$ cat src/rtl/fec_div_pkg.sv
// Package: shared configuration types and divide-value defaults for the
// forward-error-correction ratio divider network.
package fec_div_pkg;

    // Output-divide code; the encoding keys the routing table.
    typedef enum logic [1:0] {
        ODIV_F0_SLOW  = 2'b00,
        ODIV_EQUAL    = 2'b01,
        ODIV_F1_HALF  = 2'b10,
        ODIV_F1_QUART = 2'b11
    } odiv_e;

    // Static configuration, captured during master reset.
    typedef struct packed {
        logic  n_hi;
        logic  m_hi;
        odiv_e odiv;
        logic  tsel;
        logic  ten;
        logic  loop_path;
    } cfg_t;

    localparam int unsigned DEF_N_SEL0 = 14;
    localparam int unsigned DEF_N_SEL1 = 15;
    localparam int unsigned DEF_M_SEL0 = 15;
    localparam int unsigned DEF_M_SEL1 = 14;

endpackage

$ cat src/rtl/fec_cfg_hold.sv
// Module: fec_cfg_hold
// Captures the static configuration on every clock edge that samples the
// master reset low, and freezes it otherwise.
// Assumes: selects are static while reset is held for at least one edge.
module fec_cfg_hold
    import fec_div_pkg::*;
(
    input  logic clk,
    input  logic rst_n,
    input  cfg_t cfg_in,
    output cfg_t cfg_q
);

    // Configuration register: loads only during reset.
    always_ff @(posedge clk) begin
        if (!rst_n) begin
            cfg_q <= cfg_in;
        end
    end

    // configuration frozen outside reset
    p_cfg_frozen_r9: assert property (@(posedge clk) disable iff (!rst_n)
        rst_n |=> $stable(cfg_q))
        else $error("configuration moved outside reset");

endmodule

$ cat src/rtl/fec_ratio_counters.sv
// Module: fec_ratio_counters
// N prescaler, M divider (advanced on each N wrap), a two-bit post-divider
// of N wraps, and a toggle flip on each M wrap. All are cleared by the
// synchronous active-low reset and frozen while run is low.
// Assumes: n_len >= 2 and m_len >= 2, both constant outside reset.
module fec_ratio_counters #(
    parameter int unsigned CW = 4,
    parameter int unsigned MW = 4
) (
    input  logic          clk,
    input  logic          rst_n,
    input  logic          run,
    input  logic [CW-1:0] n_len,
    input  logic [MW-1:0] m_len,
    output logic [CW-1:0] n_cnt,
    output logic [MW-1:0] m_cnt,
    output logic [1:0]    quad,
    output logic          sup
);

    localparam logic [CW-1:0] N_ONE = 1;
    localparam logic [MW-1:0] M_ONE = 1;

    logic n_wrap;
    logic m_wrap;

    // Wrap detection for the two chained dividers.
    always_comb begin
        n_wrap = (n_cnt == n_len - N_ONE);
        m_wrap = n_wrap && (m_cnt == m_len - M_ONE);
    end

    // Counter chain: N prescaler, then M divider, post-divider and toggle.
    always_ff @(posedge clk) begin
        if (!rst_n) begin
            n_cnt <= '0;
            m_cnt <= '0;
            quad  <= 2'b00;
            sup   <= 1'b0;
        end else if (run) begin
            n_cnt <= n_wrap ? '0 : n_cnt + N_ONE;
            if (n_wrap) begin
                quad  <= quad + 2'b01;
                m_cnt <= m_wrap ? '0 : m_cnt + M_ONE;
                if (m_wrap) begin
                    sup <= ~sup;
                end
            end
        end
    end

    // N counter stays inside the selected length
    p_ncnt_range_r1: assert property (@(posedge clk) disable iff (!rst_n)
        n_cnt < n_len)
        else $error("N counter out of range");

    // M counter stays inside the selected length
    p_mcnt_range_r2: assert property (@(posedge clk) disable iff (!rst_n)
        m_cnt < m_len)
        else $error("M counter out of range");

    // M counter only moves on an N wrap
    p_mcnt_step_r2: assert property (@(posedge clk) disable iff (!rst_n)
        !n_wrap |=> $stable(m_cnt))
        else $error("M counter moved without N wrap");

    // everything restarts from zero at reset release
    p_restart_r11: assert property (@(posedge clk)
        $rose(rst_n) |-> (n_cnt == '0 && m_cnt == '0 && quad == 2'b00 && !sup))
        else $error("counters not zero at reset release");

endmodule

$ cat src/rtl/fec_out_router.sv
// Module: fec_out_router
// Forms clock levels from the counter state and routes them to the two
// clock outputs and the test output by the output code and test select.
// Outputs are registered; each rises at position zero of its period.
// Assumes: lengths of at least 4 so that every high phase is non-empty.
module fec_out_router
    import fec_div_pkg::*;
#(
    parameter int unsigned CW = 4,
    parameter int unsigned MW = 4,
    parameter int unsigned PW = 8
) (
    input  logic          clk,
    input  logic          rst_n,
    input  logic          run,
    input  odiv_e         odiv,
    input  logic          tsel,
    input  logic          ten,
    input  logic [CW-1:0] n_len,
    input  logic [MW-1:0] m_len,
    input  logic [CW-1:0] n_cnt,
    input  logic [MW-1:0] m_cnt,
    input  logic [1:0]    quad,
    input  logic          sup,
    output logic          fout0,
    output logic          fout1,
    output logic          test_out
);

    logic [CW:0] n_half, n_qtr, n_pos;
    logic [PW:0] mn_len, mn_half, mn_qtr, mn_pos;
    logic lvl_n, lvl_2n, lvl_4n, lvl_n2;
    logic lvl_mn, lvl_2mn, lvl_mn2;
    logic f0_d, f1_d, t_d;

    // Clock levels within the N-based lengths.
    always_comb begin
        n_pos  = {1'b0, n_cnt};
        n_half = {1'b0, n_len} >> 1;
        n_qtr  = {1'b0, n_len} >> 2;
        lvl_n  = n_pos < n_half;
        lvl_2n = !quad[0];
        lvl_4n = !quad[1];
        lvl_n2 = (n_pos < n_qtr) || ((n_pos >= n_half) && (n_pos < n_half + n_qtr));
    end

    // Clock levels within the MN-based lengths.
    always_comb begin
        mn_len  = (PW + 1)'(m_len) * (PW + 1)'(n_len);
        mn_pos  = (PW + 1)'(m_cnt) * (PW + 1)'(n_len) + (PW + 1)'(n_cnt);
        mn_half = mn_len >> 1;
        mn_qtr  = mn_len >> 2;
        lvl_mn  = m_cnt < (m_len >> 1);
        lvl_2mn = !sup;
        lvl_mn2 = (mn_pos < mn_qtr) || ((mn_pos >= mn_half) && (mn_pos < mn_half + mn_qtr));
    end

    // Routing table keyed on the output code and the test select.
    always_comb begin
        case (odiv)
            ODIV_F0_SLOW: begin
                f0_d = lvl_4n;
                f1_d = lvl_n;
                t_d  = tsel ? lvl_2mn : lvl_n2;
            end
            ODIV_EQUAL: begin
                f0_d = lvl_n;
                f1_d = lvl_n;
                t_d  = tsel ? lvl_mn2 : lvl_n2;
            end
            ODIV_F1_HALF: begin
                f0_d = lvl_n;
                f1_d = lvl_2n;
                t_d  = tsel ? lvl_mn : lvl_n;
            end
            default: begin
                f0_d = lvl_n;
                f1_d = lvl_4n;
                t_d  = tsel ? lvl_mn : lvl_n;
            end
        endcase
    end

    // Output registers: low in reset, low while idle, test gated by enable.
    always_ff @(posedge clk) begin
        if (!rst_n) begin
            fout0    <= 1'b0;
            fout1    <= 1'b0;
            test_out <= 1'b0;
        end else begin
            fout0    <= run && f0_d;
            fout1    <= run && f1_d;
            test_out <= run && ten && t_d;
        end
    end

    // a reset edge leaves every output low
    p_reset_low_r8: assert property (@(posedge clk)
        !rst_n |=> (!fout0 && !fout1 && !test_out))
        else $error("outputs not low after reset edge");

    // disabled test output stays quiet
    p_test_quiet_r7: assert property (@(posedge clk) disable iff (!rst_n)
        !ten |-> !test_out)
        else $error("test output active while disabled");

    // idle network keeps all outputs low
    p_idle_low_r10: assert property (@(posedge clk) disable iff (!rst_n)
        !run |-> (!fout0 && !fout1 && !test_out))
        else $error("output active while loop path selected");

endmodule

$ cat src/rtl/fec_ratio_divnet.sv
// Module: fec_ratio_divnet (top)
// Bypass and test divider network of a forward-error-correction ratio clock
// generator. Captures the selects during reset, runs the N/M counter chain
// on the reference clock and routes divided levels to three outputs.
// Assumes: rst_n is synchronous to clk and held low for at least one edge.
module fec_ratio_divnet
    import fec_div_pkg::*;
#(
    parameter int unsigned N_SEL0 = DEF_N_SEL0,
    parameter int unsigned N_SEL1 = DEF_N_SEL1,
    parameter int unsigned M_SEL0 = DEF_M_SEL0,
    parameter int unsigned M_SEL1 = DEF_M_SEL1
) (
    input  logic       clk,
    input  logic       rst_n,
    input  logic       n_sel,
    input  logic       m_sel,
    input  logic [1:0] odiv_sel,
    input  logic       test_en,
    input  logic       test_sel,
    input  logic       pll_sel,
    output logic       fout0,
    output logic       fout1,
    output logic       test_out
);

    localparam int unsigned N_MAX = (N_SEL0 > N_SEL1) ? N_SEL0 : N_SEL1;
    localparam int unsigned M_MAX = (M_SEL0 > M_SEL1) ? M_SEL0 : M_SEL1;
    localparam int unsigned CW    = $clog2(N_MAX + 1);
    localparam int unsigned MW    = $clog2(M_MAX + 1);
    localparam int unsigned PW    = $clog2(N_MAX * M_MAX + 1);

    cfg_t          cfg_in, cfg;
    logic [CW-1:0] n_len, n_cnt;
    logic [MW-1:0] m_len, m_cnt;
    logic [1:0]    quad;
    logic          sup;
    logic          run;

    // Pack the select pins into one configuration word.
    always_comb begin
        cfg_in.n_hi      = n_sel;
        cfg_in.m_hi      = m_sel;
        cfg_in.odiv      = odiv_e'(odiv_sel);
        cfg_in.tsel      = test_sel;
        cfg_in.ten       = test_en;
        cfg_in.loop_path = pll_sel;
    end

    // Decode captured selects into divide lengths and the run flag.
    always_comb begin
        n_len = cfg.n_hi ? CW'(N_SEL1) : CW'(N_SEL0);
        m_len = cfg.m_hi ? MW'(M_SEL1) : MW'(M_SEL0);
        run   = !cfg.loop_path;
    end

    fec_cfg_hold u_cfg (
        .clk    (clk),
        .rst_n  (rst_n),
        .cfg_in (cfg_in),
        .cfg_q  (cfg)
    );

    fec_ratio_counters #(.CW(CW), .MW(MW)) u_cnt (
        .clk   (clk),
        .rst_n (rst_n),
        .run   (run),
        .n_len (n_len),
        .m_len (m_len),
        .n_cnt (n_cnt),
        .m_cnt (m_cnt),
        .quad  (quad),
        .sup   (sup)
    );

    fec_out_router #(.CW(CW), .MW(MW), .PW(PW)) u_route (
        .clk      (clk),
        .rst_n    (rst_n),
        .run      (run),
        .odiv     (cfg.odiv),
        .tsel     (cfg.tsel),
        .ten      (cfg.ten),
        .n_len    (n_len),
        .m_len    (m_len),
        .n_cnt    (n_cnt),
        .m_cnt    (m_cnt),
        .quad     (quad),
        .sup      (sup),
        .fout0    (fout0),
        .fout1    (fout1),
        .test_out (test_out)
    );

endmodule

$ cat config.mk
export PLATFORM = sky130hd
export DESIGN_NAME = fec_ratio_divnet
export DESIGN_NICKNAME = d
export VERILOG_FILES = /design/src/rtl/fec_div_pkg.sv /design/src/rtl/fec_cfg_hold.sv /design/src/rtl/fec_ratio_counters.sv /design/src/rtl/fec_out_router.sv /design/src/rtl/fec_ratio_divnet.sv
export SDC_FILE = /design/constraint.sdc
export NUM_CORES = 1
export LEC_CHECK = 0
export BUFFER_PORTS_ARGS = -buffer_cell sky130_fd_sc_hd__buf_2
export CAP_MARGIN = 20
export CORE_AREA = 2 2 67 69
export CTS_CLUSTER_SIZE = 25
export DETAILED_ROUTE_END_ITERATION = 10
export DIE_AREA = 0 0 69 71
export PLACE_DENSITY = 0.71
export SETUP_SLACK_MARGIN = 0.1
export SLEW_MARGIN = 20
export SYNTH_ARGS = -nofsm -noshare
export SYNTH_HDL_FRONTEND = slang
export SYNTH_SLANG_ARGS = --single-unit
$ cat constraint.sdc
create_clock -name clk -period 4.2 [get_ports clk]
set_input_delay 0.63 -clock clk [delete_from_list [all_inputs] [get_ports clk]]
set_output_delay 0.63 -clock clk [all_outputs]
set_load 0.01 [all_outputs]
==> impl_metrics.toml, run 1 <==
[floorplanning]
die_w_um = 69
num_rows = 24
start_util_pct = 44.5
num_io_pins = 12
design.core.area_um2 = 4200
die_height_um = 71
die-area_um2 = 4900

[detailed_routing]
vias = 1397
drt_pass1_iterations = 4
viasPerCell = 5.23
final_antenna_net_count = 0
totalWireLength_um = 3520
drc = 0
drtIter0Drc = 54
wl_per_cell_um = 13.2

[place]
place.gp.congestion = 0.810
port-buffer-count = 11
place_hpwl_um = 2800

[layout]
drive_above_1_share_pct = 13.5
antennaDiodeCount = 0
nets = 270
syn2layout_area_growth_pct = 12.4

[yosys]
synth_cell_types = 39
synthArstFlopShare_pct = 0
syn_nets = 250
ys.flop_type = "dfxtp_1"
yosysSeqAreaShare_pct = 26.2
syn_inst = 196
netlist_area_um2 = 1870
synth_edf_count = 7
avgSynthCellArea_um2 = 9.55
ys_ff_latch = 21
ys_warn_count = 0

[critical_path]
reg2reg_from = "u_cnt.m_cnt[1]"
rr_worst_depth = 16
cp_max_fo = 6
required_ns = 4.39
crit_path_end_kind = "flop"
critPathKind = "flop to flop"
crit_arrival_ns = 4.11
startpoint_type = "flop"
r2r_end = "u_route.test_out"
reg2reg_slack_ns = 0.28

[global_routing]
met3_usage_pct = 2.42
grt_pass1_wl_um = 5820
grt_max_degree = 15
gr-usage-met2_pct = 24.6
antenna_found_initial = 0
use_met1_pct = 19.0
gr-total-overflow = 0
grt_pass1_vias = 1323
top_usage_layer = "met2"
grt.total_usage_pct = 14.8

[power_and_ir_drop]
vdd_drop_max_uv = 184
p_per_area_nw_per_um2 = 208
p_leak_nw = 1.05

[sta]
hold_violations = 0
relSlewSlack_pct = 65.4
final_max_slew_viol_count = 0
whs_ns = 0.541
max_freq_ghz = 0.255
finalCriticalPeriod_ns = 3.92
skew_ns = 0.00397
worst_pin_slew_ns = 0.507
fin_crit_sh_pct = 93.4
setup_viol = 0
fin_tns_setup_ns = 0
grt_setup_unrepaired = "no"

[clocking]
clock_path_buffers = 2
h-tree-depth = 1
cts_buffers = 3
clock-sinks = 21
tritoncts = "yes"
insertion_delay_ns = 0.26
cts_root_buf = "clkbuf_8"
holdBufCountCts = 0
clkTransAtPathRegs_ns = 0.08

[job]
maxCapViolations = 0

[status]
status = "finished clean"

[hold_path]
worstHoldStart = "pll_sel"
holdPathStages = 1
hold_end = "u_cfg.cfg_q[0]"
holdCritPathClass = "input pin to flop"
==> synth_stat cells (all sizes together) (2+ instances only) <==
master / n / share of area, %
dfxtp: 14 / 15
nor2: 16 / 3.2
nand2b: 4 / 1.3
nor3: 2 / 0.53
a211oi: 3 / 1.2
a211o: 3 / 1.4
ha: 38 / 25
a21oi: 16 / 4.3
xnor2: 7 / 3.3
mux2i: 3 / 1.6
inv: 23 / 4.6
and2: 3 / 1.0
a21o: 3 / 1.2
nor2b: 4 / 1.3
fa: 7 / 7.5
o21a: 2 / 0.80
o2111ai: 3 / 1.4
a21boi: 2 / 1.0
o21ai: 8 / 2.1
xor2: 3 / 1.4
a2111oi: 2 / 1.3
nand3b: 2 / 0.80
edfxtp: 7 / 11
nand2: 6 / 1.2
nand3: 3 / 0.80
==> flip-flops by register name, indices dropped and copies added (netlist names) <==
name,cells
u_cnt.m_cnt,4
u_cnt.sup,1
u_cnt.n_cnt,4
u_cnt.quad,2
u_route.test_out,1
u_route.fout0,1
u_route.fout1,1
u_cfg.cfg_q,7
==> layout by cell type, fill, tap and decap left out, types with 4 or more instances in the layout <==
cell type / count
a21oi_1: 13
buf_2: 11
buf_4: 4
dfxtp_1: 13
edfxtp_1: 7
fa_1: 7
ha_1: 37
inv_1: 23
nand2_1: 6
nand2b_1: 4
nor2_1: 16
nor2b_1: 4
o21ai_0: 8
xnor2_1: 6
==> worst max-delay path, cell delays in order (launching register included) <==
cell and delay, ns:
dfxtp_2 0.37, fa_1 0.50, inv_1 0.05, fa_1 0.47
fa_1 0.51, inv_1 0.06, ha_4 0.29, nand3_1 0.10
and3_1 0.20, nor2_1 0.10, ha_1 0.27, o2111ai_1 0.13
a21oi_1 0.09, a211oi_2 0.22, o21ai_0 0.13, o21a_1 0.18
o31ai_2 0.19
==> worst max path at each step <==
stage	cells after the start	to	from	slack (ns)
global route	16	u_route.test_out	u_cnt.m_cnt[1]	0.04
floorplan	16	u_route.test_out	u_cnt.m_cnt[1]	0.24
CTS	14	u_route.test_out	u_cnt.m_cnt[1]	0.11
detailed placement	14	u_route.test_out	u_cnt.m_cnt[1]	0.06
finish	16	u_route.test_out	u_cnt.m_cnt[1]	0.28
global placement	14	u_route.test_out	u_cnt.m_cnt[1]	0.16
==> layer usage <==
| metal | part of all wire [%] | vias up | wire, um |
|---|---|---|---|
| li1 | - | 727 | - |
| met1 | 48 | 644 | 1670 |
| met2 | 48 | 20 | 1700 |
| met3 | 2.4 | 6 | 83 |
| met4 | 1.8 | 0 | 63 |
| met5 | 0 | - | 0 |
==> repair_timing <==
action / CTS / global route
endpoints found under the hold margin: 0 / 0
pin swaps: 0 / 1
setup endpoints to repair: 1 / 1
gates resized for setup: 1 / 6
setup buffers: 0 / 0
==> per-stage QoR <==
step | total power, mW | cells | worst slack, ns | utilization [%] | instance area, um^2
CTS | 0.442 | 267 | 0.114 | 49.2 | 2070
global route | 0.461 | 267 | 0.0444 | 50.1 | 2100
global placement | 0.307 | 263 | 0.162 | 48.1 | 2020
floorplan | 0.286 | 196 | 0.244 | - | 1870
finish | 0.439 | 267 | 0.277 | 50.1 | 2100
detailed placement | 0.309 | 263 | 0.0615 | 48.1 | 2020
==> layout make-up <==
class / count / area, um^2
clock buffers: 4 / 45.0
fillers: 406 / 2100
inverters: 24 / 90.1
multi-input cells: 151 / 1330
flip-flops and latches: 21 / 492
well taps: 52 / 65.1
repair buffers: 15 / 85.1
==> cells by family after synthesis <==
kind of cell / synth area share, %
and+or+nand+nor: 12.2
buffers and inverters: 4.81
AOI/OAI and AO/OA: 17.6
DFF: 26.2
xor gates and xnor gates: 4.68
adders and majority gates: 32.9
muxes: 1.60
==> power breakdown <==
part	switching [mW]	internal, mW	leakage, nW
clock	0.0671	0.0676	0.0228
sequential	0.0128	0.221	0.183
combinational	0.0361	0.0342	0.844
Power figures use the tool's default switching activity.
==> run 2: changes to the inputs <==
- CORE_AREA: 2 2 67 69 -> 2 2 62 64
- DIE_AREA: 0 0 69 71 -> 0 0 64 66
- PLACE_DENSITY: 0.71 -> 0.81
==> run 2 against run 1 <==
- register-to-register slack better by 0.02 ns
- global-route usage grew 3.4 points
- wire length rose by 1.4%
- sequential share of layout area rose by 0.20 points
- first-iteration DRC count increased by 7.4%
- total power shrank 7.0%
- non-clock buffer count unchanged
- via count is 1.7% higher
- setup slack better by 0.018 ns
- critical path depth unchanged
- clock power is 24% lower
- die area is 14% lower
- critical endpoint unchanged
- largest power group unchanged
==> impl_metrics.toml, run 2 (synthesis gave the netlist of run 1 again) <==
[power_and_ir_drop]
p_sw_mw = 0.116
p_seq_share_pct = 57.4
swShare_pct = 28.5
p_comb_share_pct = 17.2
vdd_drop_max_uv = 231
p_per_area_nw_per_um2 = 195
clkPwrFrac_pct = 25.4
intPower_mw = 0.291
p_leak_nw = 1.04

[global_routing]
grt_pass1_wl_um = 6100
gr-total-overflow = 0
grt_max_degree = 15
grt_pass1_vias = 1421
antenna_found_initial = 0
grt.total_usage_pct = 18.2

[layout]
final_common_cell = "ha_1"
largestRegisters = "u_cfg.cfg_q (7), u_cnt.m_cnt (4), u_cnt.n_cnt (4)"
most-common-layout-cells = "ha_1, inv_1, nor2_1, a21oi_1, dfxtp_1"
largest_reg_flops = 7
antennaDiodeCount = 0
nets = 270
max_flop_register = "u_cfg.cfg_q"
syn2layout_area_growth_pct = 11.5
drive_above_1_share_pct = 14.4

[clocking]
tritoncts = "yes"
clkTransAtPathRegs_ns = 0.13
h-tree-depth = 1
insertion_delay_ns = 0.32
cts_root_buf = "clkbuf_4"
clock-sinks = 21
clock_path_buffers = 2
cts_buffers = 3
holdBufCountCts = 0

[status]
status = "finished clean"

[place]
place_hpwl_um = 2810
port-buffer-count = 11
place.gp.congestion = 0.867
dp_slack_ns = 0.164

[hold_path]
holdCritPathClass = "input pin to flop"

[sta]
skew_ns = 0.0101
fin_crit_sh_pct = 93.0
final_max_slew_viol_count = 0
fin_tns_setup_ns = 0
relSlewSlack_pct = 66.5
max_freq_ghz = 0.256
setup_viol = 0
worst_pin_slew_ns = 0.490
hold_violations = 0
grt_setup_unrepaired = "no"
finalCriticalPeriod_ns = 3.90
setup_slack_ns = 0.295

[detailed_routing]
viasPerCell = 5.40
drc = 0
vias = 1421
drt_pass1_iterations = 4
wl_per_cell_um = 13.6
final_antenna_net_count = 0
drtIter0Drc = 58
totalWireLength_um = 3570

[floorplanning]
start_util_pct = 52.7
die-area_um2 = 4220
die_w_um = 64
design.core.area_um2 = 3550
num_io_pins = 12
num_rows = 22
die_height_um = 66

[critical_path]
startpoint_type = "flop"
cp_max_fo = 4
crit_arrival_ns = 4.16
crit_path_end_kind = "flop"
critPathKind = "flop to flop"
required_ns = 4.45

[job]
maxCapViolations = 0
-- run 2: cell count changes in the layout (fill, tap and decap cells not counted), sizes merged --
cell	previous run	this run
clkinvlp	0	1
clkbuf	4	3
-- run 2: area by class of cell --
type,count,area [um^2]
Clock buffer,3,22.5
Sequential cell,21,492
Multi-Input combinational cell,151,1330
Clock inverter,1,7.51
Timing Repair Buffer,15,85.1
Inverter,24,90.1
Tap cell,48,60.1
Fill cell,303,1460
-- run 2: final timing paths --
| path | start | cells after the start | to | slack [ns] |
|---|---|---|---|---|
| setup / recovery | u_cnt.m_cnt[0] | 16 | u_route.test_out | 0.30 |
| hold / removal | pll_sel | 1 | u_cfg.cfg_q[0] | 0.48 |
| hold reg to reg | u_cnt.sup | 2 | u_cnt.sup | 0.54 |
| setup reg to reg | u_cnt.m_cnt[0] | 16 | u_route.test_out | 0.30 |
-- run 2: metal layers --
| metal | track usage [%] | vias up | wire, um |
|---|---|---|---|
| met3 | 2.04 | 8 | 74 |
| li1 | - | 731 | - |
| met4 | 8.97 | 0 | 97 |
| met1 | 22.2 | 659 | 1580 |
| met5 | 0 | - | 0 |
| met2 | 31.8 | 23 | 1820 |
-- run 2: power by group through the flow --
stage               clock network, mW  logic, mW  registers (mW)
global route                    0.111     0.0807           0.236
finish                          0.103     0.0702           0.234
detailed placement                  0     0.0704           0.238
CTS                             0.107     0.0709           0.234
global placement                    0     0.0678           0.238
floorplan                           0     0.0497           0.236
-- run 2: repair_timing --
action | CTS | global route
setup buffers | 0 | 0
gates resized for setup | 0 | 8
setup endpoints to repair | 0 | 1
-- run 2: worst max-delay path, stage by stage, from the launching register on --
cell       delay, ns
dfxtp_1         0.34
fa_1            0.53
inv_1           0.05
fa_1            0.48
fa_1            0.51
inv_1           0.06
ha_4            0.29
nand3_1         0.11
and3_1          0.20
nor2_1          0.10
ha_1            0.26
o2111ai_1       0.12
a21oi_1         0.08
a211oi_2        0.19
o21ai_0         0.12
o21a_1          0.18
o31ai_2         0.19
-- run 2: stage by stage --
step           utilization [%]  power [mW]  instance area [um^2]  std cells  hold slack, ns
5_1_grt                   58.8       0.427                  2090        263           0.470
4_1_cts                   57.6       0.411                  2050        263           0.476
3_3_place_gp              56.8       0.306                  2020        259           0.504
6_report                  58.8       0.408                  2090        263           0.482
2_1_floorplan                -       0.286                  1870        196           0.485
3_5_place_dp              56.8       0.309                  2020        259           0.519
